$ cat config.mk
export PLATFORM = sky130hd
export DESIGN_NAME = cfa_gain_steer
export DESIGN_NICKNAME = d
export VERILOG_FILES = /design/src/rtl/cfa_steer_pkg.sv /design/src/rtl/cfa_steer_ctrl.sv /design/src/rtl/cfa_steer_dp.sv /design/src/rtl/cfa_gain_steer.sv
export SDC_FILE = /design/constraint.sdc
export NUM_CORES = 1
export LEC_CHECK = 0
export ABC_AREA = 0
export BUFFER_PORTS_ARGS = -buffer_cell sky130_fd_sc_hd__clkbuf_2
export CAP_MARGIN = 20
export CORE_MARGIN = 2
export CORE_UTILIZATION = 35
export CTS_CLUSTER_SIZE = 20
export DETAILED_ROUTE_END_ITERATION = 6
export GPL_TIMING_DRIVEN = 1
export MAX_ROUTING_LAYER = met4
export PLACE_DENSITY_LB_ADDON = 0.15
export RECOVER_POWER = 25
export SLEW_MARGIN = 30
export SYNTH_ARGS = -nofsm -noshare
export SYNTH_HDL_FRONTEND = slang
export SYNTH_SLANG_ARGS = --single-unit
$ cat constraint.sdc
create_clock -name clk -period 2.6 [get_ports clk]
set_input_delay 0 -clock clk [delete_from_list [all_inputs] [get_ports clk]]
set_output_delay 0 -clock clk [all_outputs]
set_load 0.02 [all_outputs]
$ cat src/rtl/cfa_steer_pkg.sv
package cfa_steer_pkg;

  // A 2x2 mosaic always gives four channels
  localparam int NUM_CHAN = 4;
  localparam int CHAN_W   = $clog2(NUM_CHAN);

  typedef enum logic {
    MODE_LINE  = 1'b0,
    MODE_FIELD = 1'b1
  } steer_mode_e;

  // strobes from control to datapath
  typedef struct packed {
    logic              loadShadow;
    logic              pixStrobe;
    logic [CHAN_W-1:0] chanSel;
  } steer_t;

endpackage

$ cat src/rtl/cfa_steer_ctrl.sv
module cfa_steer_ctrl
  import cfa_steer_pkg::*;
(
  input  logic   clk,
  input  logic   rstN,
  input  logic   pixValid,
  input  logic   hdPulse,
  input  logic   vdPulse,
  input  logic   modeSel,
  output steer_t steer
);

  logic colQ, lineOddQ, fieldOddQ, seenVdQ, armedQ;
  logic colNow, lineNow, fieldNow, rowNow;
  steer_mode_e modeNow;

  always_comb begin
    modeNow = steer_mode_e'(modeSel);
    colNow  = (hdPulse || vdPulse) ? 1'b0 : colQ;

    if (vdPulse)      lineNow = 1'b0;
    else if (hdPulse) lineNow = armedQ ? 1'b0 : ~lineOddQ;
    else              lineNow = lineOddQ;

    if (vdPulse) fieldNow = seenVdQ ? ~fieldOddQ : 1'b0;
    else         fieldNow = fieldOddQ;

    rowNow = (modeNow == MODE_FIELD) ? fieldNow : lineNow;

    steer.loadShadow = hdPulse;
    steer.pixStrobe  = pixValid;
    steer.chanSel    = {rowNow, colNow};
  end

  always_ff @(posedge clk) begin
    if (!rstN) begin
      colQ      <= 1'b0;
      lineOddQ  <= 1'b0;
      fieldOddQ <= 1'b0;
      seenVdQ   <= 1'b0;
      armedQ    <= 1'b1;
    end else begin
      colQ      <= pixValid ? ~colNow : colNow;
      lineOddQ  <= lineNow;
      fieldOddQ <= fieldNow;
      seenVdQ   <= seenVdQ | vdPulse;
      if (vdPulse && !hdPulse) armedQ <= 1'b1;
      else if (hdPulse)        armedQ <= 1'b0;
    end
  end

  // a pixel at a sync pulse is column 0
  p_col_restart_r3: assert property (@(posedge clk) disable iff (!rstN)
    (pixValid && (hdPulse || vdPulse)) |-> (steer.chanSel[0] == 1'b0));

  // back-to-back pixels within a line alternate columns
  p_col_alternate_r3: assert property (@(posedge clk) disable iff (!rstN)
    (pixValid && $past(pixValid) && !hdPulse && !vdPulse)
      |-> (steer.chanSel[0] != $past(steer.chanSel[0])));

  // in line mode a pixel at vertical sync is on an even line
  p_vd_even_line_r4: assert property (@(posedge clk) disable iff (!rstN)
    (pixValid && vdPulse && modeSel == 1'b0) |-> (steer.chanSel == '0));

  // horizontal sync alone never moves the field
  p_field_steady_r5: assert property (@(posedge clk) disable iff (!rstN)
    !vdPulse |=> $stable(fieldOddQ));

endmodule

$ cat src/rtl/cfa_steer_dp.sv
module cfa_steer_dp
  import cfa_steer_pkg::*;
#(
  parameter int GAIN_W = 6
) (
  input  logic                       clk,
  input  logic                       rstN,
  input  steer_t                     steer,
  input  logic [NUM_CHAN*GAIN_W-1:0] gainCodes,
  output logic                       gainValid,
  output logic [CHAN_W-1:0]          chanOut,
  output logic [GAIN_W-1:0]          gainOut
);

  logic [GAIN_W-1:0] shadowQ [NUM_CHAN];
  logic [GAIN_W-1:0] effGain [NUM_CHAN];

  for (genvar k = 0; k < NUM_CHAN; k++) begin : g_bank
    always_ff @(posedge clk) begin
      if (!rstN)                 shadowQ[k] <= '0;
      else if (steer.loadShadow) shadowQ[k] <= gainCodes[k*GAIN_W +: GAIN_W];
    end

    // line start forwards the fresh codes to a coincident pixel
    assign effGain[k] = steer.loadShadow ? gainCodes[k*GAIN_W +: GAIN_W]
                                         : shadowQ[k];

    // the bank only moves at a line start
    p_shadow_steady_r8: assert property (@(posedge clk) disable iff (!rstN)
      !steer.loadShadow |=> $stable(shadowQ[k]));
  end

  always_ff @(posedge clk) begin
    if (!rstN) begin
      gainValid <= 1'b0;
      chanOut   <= '0;
      gainOut   <= '0;
    end else begin
      gainValid <= steer.pixStrobe;
      if (steer.pixStrobe) begin
        chanOut <= steer.chanSel;
        gainOut <= effGain[steer.chanSel];
      end
    end
  end

  // output strobe trails the pixel by one clock
  p_valid_follow_r6: assert property (@(posedge clk) disable iff (!rstN)
    steer.pixStrobe |=> gainValid);
  p_valid_quiet_r6: assert property (@(posedge clk) disable iff (!rstN)
    !steer.pixStrobe |=> !gainValid);

  // outputs hold through idle cycles
  p_hold_idle_r7: assert property (@(posedge clk) disable iff (!rstN)
    !steer.pixStrobe |=> ($stable(chanOut) && $stable(gainOut)));

endmodule

$ cat src/rtl/cfa_gain_steer.sv
module cfa_gain_steer
  import cfa_steer_pkg::*;
#(
  parameter int GAIN_W = 6
) (
  input  logic                       clk,
  input  logic                       rstN,
  input  logic                       pixValid,
  input  logic                       hdPulse,
  input  logic                       vdPulse,
  input  logic                       modeSel,
  input  logic [NUM_CHAN*GAIN_W-1:0] gainCodes,
  output logic                       gainValid,
  output logic [CHAN_W-1:0]          chanOut,
  output logic [GAIN_W-1:0]          gainOut
);

  steer_t steer;

  cfa_steer_ctrl u_ctrl (
    .clk      (clk),
    .rstN     (rstN),
    .pixValid (pixValid),
    .hdPulse  (hdPulse),
    .vdPulse  (vdPulse),
    .modeSel  (modeSel),
    .steer    (steer)
  );

  cfa_steer_dp #(.GAIN_W(GAIN_W)) u_dp (
    .clk       (clk),
    .rstN      (rstN),
    .steer     (steer),
    .gainCodes (gainCodes),
    .gainValid (gainValid),
    .chanOut   (chanOut),
    .gainOut   (gainOut)
  );

endmodule

# Word level (Yosys, flattened, before mapping)

Memories as Yosys holds them, arrays and structs flattened.
Index checks and enable logic that the tools add are counted.

Bits of input ports: 30
Memory bits (writable): 24
Output and inout port bits: 9
Flip-flop bits (word level): 14
Memories kept: 1
Word-level logic and storage cells: 47

Reductions and logical operators: 4
Bitwise gates (word level): 10
Muxes and demuxes: 23
$lt $le $gt $ge: 1

Memories:

| memory       | words | width | read ports | clocked after Yosys merged registers in | write ports | RTL line           | text |
|---|---|---|---|---|---|---|---|
| u_dp.shadowQ | 4     | 6     | 4          | 0                                       | 4           | cfa_steer_dp.sv:15 | `logic [GAIN_W-1:0] shadowQ [NUM_CHAN];` |

Operators with widths:

| cell               | number |
|---|---|
| $mux 6             | 10 |
| $bmux 6 s2         | 1 |
| $mux 1             | 12 |
| $or 1x1->1         | 5 |
| $not 1->1          | 4 |
| $ge 3x3->1 const B | 1 |
| $not 2->3          | 1 |
| $reduce_or 2->1    | 1 |
| $logic_and 1x1->1  | 1 |
| $logic_not 1->1    | 1 |
| $logic_or 1x1->1   | 1 |

# Logic depth before layout (Yosys ltp)

Gate-level depths: netlist of the first run.

Depth in word-level cells: 9
Depth in mapped cells: 6
Depth with buffers taken out: 4

# By module

From an unflattened synthesis of the first run, not the netlist that was laid out.

Cells, all modules: 149
Area, all modules: 1,863.0 um^2

By module, submodules not included:

| module         | sequential area each (um^2) | cells each | instances | area each (um^2) |
|---|---|---|---|---|
| cfa_steer_dp   | 900.9                       | 126        | 1         | 1,630.3 |
| cfa_steer_ctrl | 100.1                       | 23         | 1         | 232.7 |

# Worst setup path after synthesis of the first run

Ideal clock, no wire load.

Path kind: input port to flip-flop
From: input rstN
To: memory u_dp.shadowQ[0][0], enable pin
Buffers on the path: 2
Setup slack: 1.263 ns
Arrival: 0.912 ns
Library setup time: 0.425 ns
Stages on the path: 3
Required time: 2.175 ns
Cells stage by stage: clkbuf_1 -> clkbuf_1 -> nand2_1

RTL lines:

| what        | RTL line            | text |
|---|---|---|
| from (decl) | cfa_gain_steer.sv:7 | `input logic rstN,` |
| to (decl)   | cfa_steer_dp.sv:15  |  |

==> results.toml, run 1 <==
[run_status]
outcome = "complete, no violations"

[global_routing]
grt_pass1_wl_mm = 7.36
antenna_found_initial = 0
overflow = 0
grt_pass1_vias = 1406
grt_start_max_net_pins = 40
gr-usage-all-layers = 0.160

[hold_path]
hold_path.class = "in -> reg"

[worst_setup_path]
cp-end-kind = "register"
crit_path_start_kind = "primary input"
crit_arrival_ps = 1910
path_class = "in -> reg"
worst_path_max_delay_cell = "clkbuf_1"
required_ps = 2820
critical-path-max-stage-delay_ps = 960
critPathMaxFanout = 39
cp_cell_sequence = "clkbuf_1 > o21ai_0 > o21bai_1 > a211o_1 > o21ai_1"

[pwr]
power.density_mw_per_mm2 = 579
ir_drop_uv = 213
leakagePower_nw = 1.02

[clock_network]
htreeDepth = 2
cts_inserted_buffers = 5
cts_resized = 0
cts_max_path_buffers = 2
hold_buffers = 0
cts.clk_slew.worst_paths_ps = 80
cts_root_buf = "clkbuf_8"
post_cts_buffers = 0
cts.sinks = 38
clk-insertion-delay-late_ps = 290
cts_tree = "done"

[sta]
fmax_mhz = 589
finalCriticalPeriod_ps = 1700
setup_viol = 0
slew_headroom = 0.106
slew_violations = 0
tns_ps = 0
fin_worst_skew_ps = 8.37
hold_violations = 0
rsz0062_at_grt = "no"
worst_slew_pin_slew_ps = 1340
finalCritPeriodShare = 0.653

[final_layout]
fin_nets = 224
syn2layout_area_growth_pct = 15.0
final_cell_count_no_fill = 265
most-common-layout-cells = "37 x clkbuf_2, 24 x and3_1, 24 x edfxtp_1, 14 x dfxtp_1, 12 x a211o_1"
antenna_cells = 0
drive_gt1_frac = 0.303
final_common_cell = "clkbuf_2"

[placed_design]
hpwlAfterDp_mm = 3.00
placedCellCount = 257
io_buffers = 38
gp_congestion = 0.809

[detailed_routing]
antenna_left = 0
topRoutingLayerUsed = "met4"
vias_per_cell = 5.18
dr.pass1.iters = 4
drt-met1-wl_mm = 2.12
vias = 1373
met2_length_mm = 1.90
finalWirelength_mm = 4.34
routed-wl-met3_um = 262
drt_iter0_markers = 110
drc = 0
wire_per_inst_um = 16.4

[yosys]
yosys.area_share.simple = 0.213
synth_top_family_by_area = "simple AND/OR/NAND/NOR gates"
synth.cell_area_mm2 = 0.00191
seq_area_frac_synth = 0.524
synth_seq_cells = 38
synth_mux_area_frac = 0.0105
postSynthNetCount = 192
yosysUniqueCellTypes = 33
avgSynthCellArea_um2 = 11.8
yosysWarnings = 0
synthCells = 162
synth_compound_area_frac = 0.198
yosys.area_share.adder = 0
synth_xor_area_frac = 0.00458

[die]
dieHeight_um = 77.9
design.core.area_mm2 = 0.00520
start_util = 0.367
rows = 26
dieWidth_um = 77.9
dieArea_mm2 = 0.00607
pin_count = 39

[run]
cap_violations = 0
[power breakdown]
part           leakage [nW]  switching [W]  internal [W]
Clock                0.0426       0.000202      0.000184
Sequential            0.374      0.0000235      0.000690
Combinational         0.603      0.0000973     0.0000746
Total                  1.02       0.000323      0.000949
[worst max-delay path, delay by kind of cell]
kind / cells / cell delay [ps]
buf+inv: 1 / 960
compound gates: 4 / 940
[flip-flops by register name (all words and copies together), names as in the netlist]
name              cells
u_ctrl.armedQ         1
u_ctrl.colQ           1
u_dp.gainValid        1
u_ctrl.fieldOddQ      1
u_ctrl.seenVdQ        1
u_dp.shadowQ         24
u_dp.chanOut          2
u_dp.gainOut          6
u_ctrl.lineOddQ       1
[cell type report]
type | count | area [µm²]
Clock buffer | 6 | 72.6
Sequential cell | 38 | 1000
Tap cell | 70 | 87.6
Timing Repair Buffer | 40 | 204
Inverter | 3 | 11.3
Clock inverter | 2 | 8.76
Multi-Input combinational cell | 106 | 813
Fill cell | 516 | 3010
[layer usage]
layer	GRT usage	up-vias
li1	-	682
met1	0.221	646
met2	0.220	40
met3	0.0477	5
met4	0.0632	0
met5	-	-
[through the flow]
stage / total power (W) / setup WS, ps / utilization / instance area, µm² / hold slack, ps
after floorplan: 0.000837 / 1260 / - / 1910 / 188
after global routing: 0.00134 / 529 / 0.422 / 2200 / 6.15
final: 0.00127 / 902 / 0.422 / 2200 / 13.6
after CTS: 0.00129 / 1050 / 0.423 / 2200 / 8.23
after global placement: 0.000895 / 1120 / 0.407 / 2120 / 308
after detailed placement: 0.000899 / 1070 / 0.407 / 2120 / 312
[synth_stat cells]
| cell type | instances | area (µm²) |
|---|---|---|
| nor3b_4 | 1 | 18.8 |
| o311ai_4 | 1 | 26.3 |
| xnor2_1 | 1 | 8.76 |
| buf_6 | 3 | 33.8 |
| nor2b_1 | 1 | 6.26 |
| a211o_1 | 12 | 105 |
| nand2b_1 | 2 | 12.5 |
| o21ai_0 | 7 | 35.0 |
| o21a_1 | 1 | 7.51 |
| nand2_1 | 2 | 7.51 |
| and3b_2 | 8 | 80.1 |
| o21ai_1 | 3 | 15.0 |
| and3_1 | 24 | 150 |
| and3b_1 | 4 | 35.0 |
| buf_2 | 3 | 15.0 |
| and2b_1 | 1 | 7.51 |
| a41oi_1 | 6 | 52.6 |
| nor2_1 | 2 | 7.51 |
| edfxtp_1 | 24 | 721 |
| nand3_1 | 1 | 5.00 |
| inv_1 | 3 | 11.3 |
| buf_4 | 1 | 7.51 |
| o211a_1 | 2 | 20.0 |
| or2b_1 | 5 | 37.5 |
| o21ai_2 | 3 | 26.3 |
| and2_1 | 3 | 18.8 |
| clkbuf_1 | 8 | 30.0 |
| a211oi_1 | 6 | 45.0 |
| or2_1 | 1 | 6.26 |
| dfxtp_1 | 14 | 280 |
| nand2b_4 | 1 | 13.8 |
| o21bai_1 | 6 | 45.0 |
| mux2i_1 | 2 | 20.0 |
[cell families after synthesis]
logic type,Yosys count
buf+inv,18
simple gates,56
mux,2
flops,38
xor+xnor,1
compound gates,47
[final timing paths]
kind / startpoint / endpoint / slack, ps / depth (start not counted)
worst max-delay path: rstN / u_dp.gainOut[2] / 900 / 5
worst min-delay path: gainCodes[18] / u_dp.shadowQ[3][0] / 10 / 2
worst max register to register: u_ctrl.lineOddQ / u_dp.gainOut[3] / 1070 / 4
worst min register to register: u_ctrl.seenVdQ / u_ctrl.seenVdQ / 470 / 1
No activity file was read; power rests on OpenSTA's default activity.
==> run 2, diff against run 1 <==
- clock period: 2.6 -> 1.56 ns (I/O delays scaled with it)
==> results.toml, run 2 (synthesized netlist as in run 1, its figures left out) <==
[global_routing]
antenna_found_initial = 0
grt_pass1_vias = 1356
gr-usage-all-layers = 0.155
overflow = 0
grt_start_max_net_pins = 28
grt_pass1_wl_mm = 7.13

[clock_network]
post_cts_buffers = 0
cts_root_buf = "clkbuf_8"
cts_max_path_buffers = 2
cts_tree = "done"
cts.sinks = 38
htreeDepth = 2
clk-insertion-delay-late_ps = 290
cts_inserted_buffers = 5
cts.clk_slew.worst_paths_ps = 80
hold_buffers = 0

[final_layout]
fillCellCount = 529
drive_gt1_frac = 0.318
final_common_cell = "clkbuf_2"
top_register = "u_dp.shadowQ"
final_util = 0.426
fin_nets = 227
regArea_mm2 = 0.00100
antenna_cells = 0
multi_input_area_um2 = 813
most-common-layout-cells = "38 x clkbuf_2, 24 x and3_1, 24 x edfxtp_1, 13 x dfxtp_1, 12 x a211o_1"
syn2layout_area_growth_pct = 16.1
largestRegisters = "u_dp.shadowQ: 24 flops, u_dp.gainOut: 6 flops, u_dp.chanOut: 2 flops"
largest_reg_flops = 24

[detailed_routing]
finalWirelength_mm = 4.36
wire_per_inst_um = 16.3
vias = 1408
dr.pass1.iters = 4
antenna_left = 0
drc = 0
vias_per_cell = 5.25
drt_iter0_markers = 150

[pwr]
sw_frac_of_total = 0.252
pwr-share-comb = 0.139
switching_power_w = 0.000536
leakagePower_nw = 1.03
power_frac_seq = 0.560
ir_drop_uv = 516
power.density_mw_per_mm2 = 956
p_int_w = 0.00159
clockPowerShare = 0.301

[worst_setup_path]
r2r_slack_ps = 160
r2r_end = "u_dp.gainOut[1]"
crit_arrival_ps = 1630
path_class = "reg -> reg"
worst_path_max_delay_cell = "or2_1"
crit_path_start_kind = "register"
reg2reg_from = "u_ctrl.fieldOddQ"
rr_worst_depth = 4
cp-end-kind = "register"
required_ps = 1780
cp_cell_sequence = "nand2b_1 > or2_1 > a41oi_1 > o21ai_2"
critPathMaxFanout = 13
critical-path-max-stage-delay_ps = 440

[die]
start_util = 0.367
dieArea_mm2 = 0.00607
pin_count = 39
design.core.area_mm2 = 0.00520
dieHeight_um = 77.9
rows = 26
dieWidth_um = 77.9

[sta]
hold_violations = 0
tns_ps = 0
worst_slew_pin_slew_ps = 500
whs_ps = 14.2
fin_worst_skew_ps = 7.83
slew_violations = 0
slew_headroom = 0.666
finalCriticalPeriod_ps = 1400
setup_viol = 0
finalCritPeriodShare = 0.900
fmax_mhz = 713
rsz0062_at_grt = "no"

[run_status]
outcome = "complete, no violations"

[hold_path]
min-delay-start = "gainCodes[18]"
hold_end = "u_dp.shadowQ[3][0]"
hold_path.class = "in -> reg"
worstHoldPathCells = 2

[placed_design]
gp_congestion = 0.812
io_buffers = 38
hpwlAfterDp_mm = 3.08

[run]
cap_violations = 0
-- run 2: routing by layer --
metal / vias up / track usage / wire (µm)
li1: 683 / - / -
met1: 680 / 0.218 / 2190
met2: 37 / 0.212 / 1870
met3: 8 / 0.0430 / 206
met4: 0 / 0.0596 / 88
met5: - / - / 0
-- run 2: area by class of cell --
cell class | count | share of cell area
Clock buffer | 6 | 0.0327
Clock inverter | 2 | 0.00395
Inverter | 3 | 0.00507
Multi-Input combinational cell | 106 | 0.366
Sequential cell | 38 | 0.452
Tap cell | 70 | 0.0395
Timing Repair Buffer | 43 | 0.101
-- run 2: repair_timing --
action	in CTS	in global routing
setup endpoints to repair	0	6
gates resized for setup	0	1
hold endpoints to repair	0	0
-- run 2: worst max-delay path, delay by kind of cell, from the launching register on --
family	cells	cell delay (ps)
and+or+nand+nor	2	610
DFF	1	340
AOI/OAI and AO/OA	2	390
-- run 2: power groups by stage --
stage	clock (W)	combinational, W	sequential (W)
2_1_floorplan	0	0.000178	0.00122
3_3_place_gp	0	0.000284	0.00121
3_5_place_dp	0	0.000294	0.00121
4_1_cts	0.000656	0.000296	0.00119
5_1_grt	0.000707	0.000322	0.00120
6_report	0.000639	0.000295	0.00119
-- run 2: worst max-delay path by stage --
stage                          start            endpoint  cells past startpoint
finish              u_ctrl.fieldOddQ     u_dp.gainOut[1]                      4
global route        u_ctrl.fieldOddQ     u_dp.gainOut[2]                      4
CTS                      u_ctrl.colQ     u_dp.gainOut[0]                      4
detailed placement       u_ctrl.colQ     u_dp.gainOut[0]                      4
global placement         u_ctrl.colQ     u_dp.gainOut[0]                      4
floorplan                       rstN  u_dp.shadowQ[0][0]                      3
-- run 2: stage by stage --
stage	worst slack, ps	cells	total power (W)	instance area [µm²]
after floorplan	223	162	0.00139	1910
after global placement	169	260	0.00150	2140
after detailed placement	68.0	260	0.00150	2140
after CTS	59.4	268	0.00214	2220
after global routing	71.8	268	0.00223	2220
final	157	268	0.00212	2220
==> run 3, diff against run 2 <==
- GPL_ROUTABILITY_DRIVEN: unset -> 0
- SYNTH_HIERARCHICAL: unset -> 1
- clock period: 1.56 -> 1.6 ns (I/O delays scaled with it)
==> results.toml, run 3 <==
[yosys]
avgSynthCellArea_um2 = 12.5
synth.cell_area_mm2 = 0.00186
ys_async_sr_fraction = 0
yosys.area.top_type_share = 0.387
synth.area.top_cells = "edfxtp_1 39%, dfxtp_1 15%, mux2i_1 9.1%"
synthTopCellsByCount = "24 x and3_1, 24 x edfxtp_1, 17 x mux2i_1"
synth_ff_type = "edfxtp_1"
yosysUniqueCellTypes = 34
yosysWarnings = 6
yosysTopAreaCell = "edfxtp_1"
synth_edf_count = 24
seq_area_frac_synth = 0.537
postSynthNetCount = 179
synth_seq_cells = 38
synthCells = 149

[sta]
fmax_mhz = 617
finalCriticalPeriod_ps = 1620
setup_ws_ps = -20.7
finalCritPeriodShare = 1.01
rsz0062_at_grt = "yes"
slew_violations = 0
hold_violations = 0
tns_ps = -23.2
worst_slew_pin_slew_ps = 593
setup_viol = 2
slew_headroom = 0.604
fin_worst_skew_ps = 8.28
whs_ps = 43.0

[pwr]
leakagePower_nw = 1.01
power.density_mw_per_mm2 = 908
total_power_w = 0.00208
ir_drop_uv = 402

[worst_setup_path]
worst_path_max_delay_cell = "dfxtp_2"
critical-path-max-stage-delay_ps = 330
cp_cell_sequence = "nor4b_4 > nor3_1 > a21oi_2 > buf_6 > nand2b_4 > o32ai_1 > o31a_1"
crit_path_start_kind = "register"
critPathBufInv = 1
required_ps = 1770
r2r_slack_ps = -20
crit_arrival_ps = 1790
cp-end-kind = "register"
rr_worst_depth = 7
cp_top_family = "simple AND/OR/NAND/NOR gates"
critPathMaxFanout = 5
path_class = "reg -> reg"
reg2reg_from = "u_ctrl/lineOddQ"
r2r_end = "u_dp/gainOut[5]"

[global_routing]
grt_pass1_wl_mm = 6.64
grt_pass1_vias = 1362
overflow = 0
antenna_found_initial = 0
gr-usage-all-layers = 0.151
grt_start_max_net_pins = 24

[clock_network]
cts_max_path_buffers = 2
cts_tree = "done"
cts_root_buf = "clkbuf_8"
clk-insertion-delay-late_ps = 280
cts_inserted_buffers = 5
cts.sinks = 38
cts.clk_slew.worst_paths_ps = 70
hold_buffers = 0
htreeDepth = 2

[hold_path]
hold_path.class = "in -> reg"
worstHoldPathCells = 2
min-delay-start = "gainCodes[1]"
hold_end = "u_dp/shadowQ[0][1]"

[final_layout]
final_common_cell = "clkbuf_2"
most-common-layout-cells = "37 x clkbuf_2, 24 x and3_1, 24 x edfxtp_1, 17 x mux2i_1, 13 x dfxtp_1"
largest_reg_flops = 24
antenna_cells = 0
syn2layout_area_growth_pct = 23.1
top_register = "u_dp/shadowQ"
drive_gt1_frac = 0.361
fin_nets = 223
largestRegisters = "u_dp/shadowQ: 24 flops, u_dp/gainOut: 6 flops, u_dp/chanOut: 2 flops"

[run_status]
outcome = "complete, but fails checks"
violations = "negative setup slack"

[die]
dieWidth_um = 77.0
pin_count = 39
rows = 26
dieHeight_um = 77.0
start_util = 0.365
design.core.area_mm2 = 0.00511
dieArea_mm2 = 0.00592

[detailed_routing]
wire_per_inst_um = 15.2
antenna_left = 0
finalWirelength_mm = 4.01
vias = 1329
drc = 0
vias_per_cell = 5.03
dr.pass1.iters = 5
drt_iter0_markers = 72

[placed_design]
hpwlAfterDp_mm = 2.85
io_buffers = 38

[run]
cap_violations = 0
==> run 3: cell types whose count changed after synthesis, moves of 6 or more <==
cell,before,now
mux2i_1,2,17
o21bai_1,6,0
and3b_2,8,0
a211o_1,12,0
a41oi_1,6,0
==> run 3: area by class of cell <==
type	count	area, µm²
inverters	4	18.8
well taps	70	87.6
repair buffers	52	308
multi-input cells	92	797
clock buffers	8	80.1
fillers	493	2810
flip-flops and latches	38	1000
==> run 3: metal layers <==
layer / vias to the layer above / routed length (µm) / GRT usage
met5: - / 0 / -
li1: 647 / - / -
met1: 639 / 1730 / 0.173
met2: 35 / 2010 / 0.249
met3: 8 / 190 / 0.0447
met4: 0 / 76 / 0.0564
==> run 3: cells by family after synthesis <==
logic type	after synthesis	share of synthesized area
AOI/OAI and AO/OA	20	0.0772
xor gates and xnor gates	1	0.00470
buffers and inverters	19	0.0611
DFF	38	0.537
muxes	24	0.166
and+or+nand+nor	47	0.154
==> run 3: through the flow <==
| stage | utilization | cells | cell area, µm² | setup WS [ps] |
|---|---|---|---|---|
| 2_1_floorplan | - | 149 | 1880 | 10.2 |
| 5_1_grt | 0.449 | 264 | 2290 | -104 |
| 4_1_cts | 0.442 | 263 | 2260 | -1.11 |
| 3_3_place_gp | 0.421 | 253 | 2150 | 32.9 |
| 3_5_place_dp | 0.421 | 253 | 2150 | -4.14 |
| 6_report | 0.449 | 264 | 2290 | -20.7 |
==> run 3: worst reg2reg max path, stage by stage, from the launching register on <==
cell and delay [ps]:
dfxtp_2 330, nor4b_4 280, nor3_1 100, a21oi_2 150
buf_6 150, nand2b_4 140, o32ai_1 100, o31a_1 250
==> run 3: power by group <==
part	internal [W]	switching, W	total [W]
Combinational	0.000159	0.000167	0.000326
Sequential	0.00112	0.0000250	0.00114
Clock	0.000309	0.000304	0.000614
==> run 3: timing repair <==
action / in CTS / in global routing
setup endpoints to repair: 3 / 7
pin swaps: 2 / 0
cloned: 1 / 0
gates resized for setup: 3 / 6
buffers inserted: 1 / 1
==> run 3: worst max-delay path by stage <==
| stage | from | endpoint | slack [ps] | depth (start not counted) |
|---|---|---|---|---|
| finish | u_ctrl/lineOddQ | u_dp/gainOut[5] | -20 | 7 |
| global route | hdPulse | u_dp/gainOut[0] | -100 | 5 |
| CTS | u_ctrl/lineOddQ | u_dp/gainOut[5] | -1 | 7 |
| detailed placement | u_ctrl/armedQ | u_dp/gainOut[5] | -4 | 7 |
| global placement | u_ctrl/armedQ | u_dp/gainOut[5] | 30 | 7 |
| floorplan | u_ctrl/colQ | u_dp/gainOut[2] | 10 | 6 |
